<file path="src/rtl/sl_pkg.sv">
package sl_pkg;
  typedef enum logic {
    DEST_PARAM  = 1'b0,
    DEST_TARGET = 1'b1
  } dest_e;

  typedef enum logic {
    ST_IDLE = 1'b0,
    ST_RUN  = 1'b1
  } eng_state_e;
endpackage

</file>
<file path="src/rtl/sl_stage.sv">
module sl_stage #(
  parameter int NSLOT = 5,
  parameter int AW    = 10,
  parameter int DW    = 32,
  parameter int SW    = 3
) (
  input  logic                     clk,
  input  logic                     rst_n,
  input  logic                     wr_fire,
  input  logic [SW-1:0]            wr_slot,
  input  logic                     wr_is_data,
  input  logic [DW-1:0]            wr_val,
  input  logic                     clr_fire,
  input  logic [SW-1:0]            clr_slot,
  output logic [NSLOT-1:0][AW-1:0] slot_addr,
  output logic [NSLOT-1:0][DW-1:0] slot_data,
  output logic [NSLOT-1:0]         pend
);
  for (genvar g = 0; g < NSLOT; g++) begin : g_slot
    logic hit;
    logic clr;
    assign hit = wr_fire && (wr_slot == SW'(g));
    assign clr = clr_fire && (clr_slot == SW'(g));

    always_ff @(posedge clk or negedge rst_n) begin
      if (!rst_n) begin
        slot_addr[g] <= '0;
        slot_data[g] <= '0;
        pend[g]      <= 1'b0;
      end else begin
        if (hit && !wr_is_data) slot_addr[g] <= wr_val[AW-1:0];
        if (hit && wr_is_data)  slot_data[g] <= wr_val;
        if (hit && wr_is_data)  pend[g] <= 1'b1;
        else if (clr)           pend[g] <= 1'b0;
      end
    end
  end
endmodule

</file>
<file path="src/rtl/sl_pick.sv">
module sl_pick #(
  parameter int NSLOT = 5,
  parameter int SW    = 3
) (
  input  logic [NSLOT-1:0] pend,
  output logic             any,
  output logic [SW-1:0]    idx
);
  function automatic logic [SW-1:0] lowest_set(input logic [NSLOT-1:0] v);
    logic [SW-1:0] r;
    r = '0;
    for (int i = NSLOT - 1; i >= 0; i--) begin
      if (v[i]) r = SW'(i);
    end
    return r;
  endfunction

  assign any = |pend;
  assign idx = lowest_set(pend);
endmodule

</file>
<file path="src/rtl/sl_ctrl.sv">
module sl_ctrl
  import sl_pkg::*;
(
  input  logic  clk,
  input  logic  rst_n,
  input  logic  go_param,
  input  logic  go_target,
  input  logic  any_pend,
  output logic  busy,
  output dest_e cur_sel,
  output logic  commit,
  output logic  finish,
  output logic  req_param,
  output logic  req_target
);
  eng_state_e state_q;
  dest_e      sel_q;
  logic       fin_param;
  logic       fin_target;

  assign busy       = (state_q == ST_RUN);
  assign cur_sel    = sel_q;
  assign commit     = busy && any_pend;
  assign finish     = busy && !any_pend;
  assign fin_param  = finish && (sel_q == DEST_PARAM);
  assign fin_target = finish && (sel_q == DEST_TARGET);

  always_ff @(posedge clk or negedge rst_n) begin
    if (!rst_n) begin
      req_param  <= 1'b0;
      req_target <= 1'b0;
    end else begin
      req_param  <= (req_param && !fin_param) || go_param;
      req_target <= (req_target && !fin_target) || go_target;
    end
  end

  always_ff @(posedge clk or negedge rst_n) begin
    if (!rst_n) begin
      state_q <= ST_IDLE;
      sel_q   <= DEST_PARAM;
    end else begin
      case (state_q)
        ST_IDLE: begin
          if (req_param) begin
            state_q <= ST_RUN;
            sel_q   <= DEST_PARAM;
          end else if (req_target) begin
            state_q <= ST_RUN;
            sel_q   <= DEST_TARGET;
          end
        end
        ST_RUN: begin
          if (finish) state_q <= ST_IDLE;
        end
        default: state_q <= ST_IDLE;
      endcase
    end
  end
endmodule

</file>
<file path="src/rtl/safeload_engine.sv">
module safeload_engine
  import sl_pkg::*;
#(
  parameter int NSLOT = 5,
  parameter int AW    = 10,
  parameter int DW    = 32,
  localparam int SW   = $clog2(NSLOT)
) (
  input  logic          clk,
  input  logic          rst_n,
  input  logic          stg_wr_en,
  input  logic [SW-1:0] stg_wr_slot,
  input  logic          stg_wr_is_data,
  input  logic [DW-1:0] stg_wr_val,
  output logic          stg_wr_ready,
  input  logic          start_param,
  input  logic          start_target,
  output logic          req_param_o,
  output logic          req_target_o,
  output logic          xfer_busy,
  output logic          ram_we,
  output logic          ram_sel,
  output logic [AW-1:0] ram_addr,
  output logic [DW-1:0] ram_wdata,
  output logic          xfer_done
);
  logic [NSLOT-1:0][AW-1:0] slot_addr;
  logic [NSLOT-1:0][DW-1:0] slot_data;
  logic [NSLOT-1:0]         pend;
  logic                     any_pend;
  logic [SW-1:0]            pick_idx;
  logic                     wr_fire;
  logic                     commit;
  logic                     finish;
  logic                     busy;
  dest_e                    cur_sel;

  assign stg_wr_ready = !busy;
  assign wr_fire      = stg_wr_en && stg_wr_ready;

  sl_stage #(.NSLOT(NSLOT), .AW(AW), .DW(DW), .SW(SW)) u_stage (
    .clk        (clk),
    .rst_n      (rst_n),
    .wr_fire    (wr_fire),
    .wr_slot    (stg_wr_slot),
    .wr_is_data (stg_wr_is_data),
    .wr_val     (stg_wr_val),
    .clr_fire   (commit),
    .clr_slot   (pick_idx),
    .slot_addr  (slot_addr),
    .slot_data  (slot_data),
    .pend       (pend)
  );

  sl_pick #(.NSLOT(NSLOT), .SW(SW)) u_pick (
    .pend (pend),
    .any  (any_pend),
    .idx  (pick_idx)
  );

  sl_ctrl u_ctrl (
    .clk        (clk),
    .rst_n      (rst_n),
    .go_param   (start_param),
    .go_target  (start_target),
    .any_pend   (any_pend),
    .busy       (busy),
    .cur_sel    (cur_sel),
    .commit     (commit),
    .finish     (finish),
    .req_param  (req_param_o),
    .req_target (req_target_o)
  );

  assign xfer_busy = busy;
  assign ram_we    = commit;
  assign ram_sel   = cur_sel;
  assign ram_addr  = slot_addr[pick_idx];
  assign ram_wdata = slot_data[pick_idx];
  assign xfer_done = finish;
endmodule

</file>
<file path="config.mk">
export PLATFORM = sky130hd
export DESIGN_NAME = safeload_engine
export DESIGN_NICKNAME = d
export VERILOG_FILES = /design/src/rtl/sl_pkg.sv /design/src/rtl/sl_stage.sv /design/src/rtl/sl_pick.sv /design/src/rtl/sl_ctrl.sv /design/src/rtl/safeload_engine.sv
export SDC_FILE = /design/constraint.sdc
export NUM_CORES = 1
export LEC_CHECK = 0
export BUFFER_PORTS_ARGS = -buffer_cell sky130_fd_sc_hd__buf_2
export CAP_MARGIN = 20
export CELL_PAD_IN_SITES_DETAIL_PLACEMENT = 0
export CELL_PAD_IN_SITES_GLOBAL_PLACEMENT = 1
export CORE_MARGIN = 5
export CORE_UTILIZATION = 49
export DETAILED_ROUTE_END_ITERATION = 10
export PLACE_DENSITY_LB_ADDON = 0.1
export SYNTH_ARGS = -nofsm -noshare
export SYNTH_HDL_FRONTEND = slang
export SYNTH_SLANG_ARGS = --single-unit
export TNS_END_PERCENT = 30
</file>
<file path="constraint.sdc">
create_clock -name clk -period 2.2 [get_ports clk]
set_input_delay 0.66 -clock clk [delete_from_list [all_inputs] [get_ports clk]]
set_output_delay 0.66 -clock clk [all_outputs]
set_load 0.03 [all_outputs]
</file>
==> run_results.csv <==
group,metric,value,unit
sta,worst_pin_slew,0.4980,ns
run_status,status,"finished with violations",
placed_design,post_dp_cell_area,11370,um^2
synth,syn_nets,745,
setup_path,worst_path_max_delay_cell,"dfrtp_2",
synth,synth.most_common_cell,"dfrtp_1",
grt,first_global_vias,7185,
clock_network,path_clk_slew,0.06,ns
grt,grt_pass1_wl,40150,um
pwr,p_per_area,1386,nW/um^2
synth,syn-instance-count,704,
setup_path,cp.depth,8,
sta,finClkSkew,0.006776,ns
setup_path,path_delay_family,"buffers and inverters",
setup_path,endpoint_kind,"primary output",
routing,vias,6514,
setup_path,path_max_fanout,6,
synth,synth_top_area_cell,"dfrtp_1",
floorplan,initial_core_util,49.94,%
routing,remaining_drc_errors,0,
routing,via_per_inst,5.847,
pwr,ir_drop,919.7,uV
grt,grt_max_degree,72,
cells_and_area,n_antenna_cell,0,
cells_and_area,design_area,12500,um^2
synth,synthTopCellsByCount,"219 x dfrtp_1, 179 x mux2_2, 42 x a22o_1, 38 x a21oi_1, 37 x nor2_1",
pwr,p_total,17340,uW
cells_and_area,final_cells,1114,
setup_path,setup.worst_path.start_class,"flop",
floorplan,die_w,151.1,um
clock_network,cts_root_buf,"clkbuf_16",
grt,grt_overflow,0,
sta,fin_crit_sh,130.5,%
synth,synth-edff-count,0,
placed_design,gp_congestion,0.7945,
synth,synth_area_per_cell,13.85,um^2
sta,slew_violations,0,
clock_network,cts.sinks,219,
sta,relSlewSlack,66.80,%
cells_and_area,nNetsFinal,874,
synth,ys_seq_area_share,56.20,%
synth,syn-cell-area,9751,um^2
sta,finalCriticalPeriod,2.870,ns
clock_network,clk-insertion-delay-late,0.51,ns
synth,synth_cell_types,38,
clock_network,htreeDepth,1,
synth,yosysWarningCount,0,
sta,grt_setup_unrepaired,"yes",
placed_design,place_inst,1068,
setup_path,required,1.54,ns
synth,synth_top_area_share,56.20,%
floorplan,die_area,22820,um^2
cells_and_area,area_growth,28.24,%
cells_and_area,nFillCells,1473,
floorplan,rows,51,
synth,ys.flop_type,"dfrtp_1",
synth,async_reset_ff_share,100.0,%
grt,grt_use_total,22.51,%
routing,wl_per_cell,22.25,um
run_status,violations,"setup timing",
routing,routed_wl,24780,um
pwr,power.leakage,0.005869,uW
setup_path,slowest_delay,0.46,ns
worst_hold_path,worstHoldPathType,"in2async",
sta,setup_tns,-25.90,ns
floorplan,core_area,19530,um^2
sta,hold_viol_final,0,
routing,dr.first_iter.drc_count,478,
setup_path,timing_worst_setup_path_type,"reg2out",
routing,drt_pass1_iterations,7,
setup_path,arrival,2.21,ns
placed_design,portBuffers,89,
setup_path,cp_num_buf_inv,4,
placed_design,hpwl,15640,um
sta,max_clock_freq,348.4,MHz
placed_design,place_ws,-0.2249,ns
routing,postRouteAntennaNets,0,
clock_network,clockBufferDepth,3,
setup_path,crit_chain,"nor2b_4 > buf_12 > buf_16 > a22o_1 > a222oi_1 > buf_4 > a21oi_4 > buf_6",
grt,antenna_found_initial,0,
synth,synth_area_leaders,"dfrtp_1 56%, mux2_2 21%, mux2_4 4.5%",
clock_network,cts_inserted_buffers,24,
run,max_cap_violations,0,
clock_network,cts_tree,"yes",
cells_and_area,drive_gt1_share,57.01,%
synth,ys_ff_latch,219,
clock_network,hold_buffers,0,
floorplan,ios,90,
setup_path,r2r_cells,5,
sta,setup_viol,44,
floorplan,die_h,151.1,um
sta,finalWorstSetupSlack,-0.6702,ns
where the power goes:
group / internal [uW] / switching, uW
Sequential: 5550 / 884
Clock: 2410 / 1550
Combinational: 3420 / 3520
Total: 11400 / 5950
flip-flops by register name, summed over array words and instances (netlist names):
register / cells
u_ctrl.req_target: 1
u_ctrl.cur_sel: 1
u_ctrl.busy: 1
u_stage.pend: 5
u_stage.slot_addr: 50
u_stage.slot_data: 160
u_ctrl.req_param: 1
layer usage:
metal	part of all wire, %	track usage, %
met1	42	29.82
met2	51	39.54
met3	4.5	3.112
met4	1.8	5.122
met5	0	0
worst reg2reg max path, stage by stage, from the launching register on:
cell and delay (ns):
dfrtp_1 0.47, inv_2 0.19, nand4_2 0.17, nor3b_4 0.28, buf_4 0.26, mux2_2 0.36
final timing paths:
path                                        start                     end  slack (ns)
setup / recovery                  u_stage.pend[3]           ram_wdata[11]       -0.67
hold / removal                              rst_n  u_stage.slot_data[157]        0.06
setup reg to reg                      u_ctrl.busy  u_stage.slot_data[119]        0.35
hold reg to reg            u_stage.slot_data[111]  u_stage.slot_data[111]        0.51
max in group asynchronous                   rst_n   u_stage.slot_data[40]        1.45
min in group clk                      start_param        u_ctrl.req_param        0.34
per-stage QoR:
| step | hold slack [ns] | util [%] |
|---|---|---|
| final | 0.05629 | 64.04 |
| after global routing | 0.07028 | 64.04 |
| after CTS | 0.05947 | 63.41 |
| after detailed placement | 0.4937 | 58.22 |
| after global placement | 0.4738 | 58.22 |
| after floorplan | 0.3644 | - |
area by class of cell:
| class | instances | area [um^2] | share of cell area, % |
|---|---|---|---|
| well taps | 265 | 331.6 | 2.652 |
| flip-flops and latches | 219 | 5484 | 43.86 |
| repair buffers | 162 | 1505 | 12.04 |
| multi-input cells | 422 | 4390 | 35.11 |
| clock inverters | 5 | 77.57 | 0.6204 |
| clock buffers | 37 | 700.7 | 5.603 |
| inverters | 4 | 15.01 | 0.1201 |
cell usage in the layout, fill, tap and decap left out, types with 5 or more instances in the layout:
| cell | instances |
|---|---|
| a21oi_1 | 5 |
| nor2_1 | 16 |
| mux2_2 | 179 |
| dfrtp_1 | 216 |
| mux2_4 | 29 |
| a222oi_1 | 33 |
| a22o_1 | 42 |
| nand2_1 | 8 |
| nor2_2 | 19 |
| buf_4 | 52 |
| a21oi_2 | 10 |
| a22oi_1 | 16 |
| buf_2 | 55 |
| buf_12 | 22 |
| clkbuf_16 | 25 |
| clkbuf_1 | 9 |
| buf_6 | 26 |
| a21oi_4 | 23 |
repair_timing:
item                       in CTS  in global routing
pin swaps                       7                  8
gates resized for setup        58                 37
gates cloned                    2                  0
setup endpoints to repair      44                 44
setup buffers                   2                  0
cells by family (layout without fill, tap and decap cells):
logic type	Yosys count	count (layout)	synth area share, %
AO/OA/AOI/OAI	145	145	11.34
buffers and inverters	63	208	3.169
AND/OR/NAND/NOR	67	67	3.914
multiplexers	210	210	25.37
flip-flops	219	219	56.20
Power figures use the tool's default switching activity.
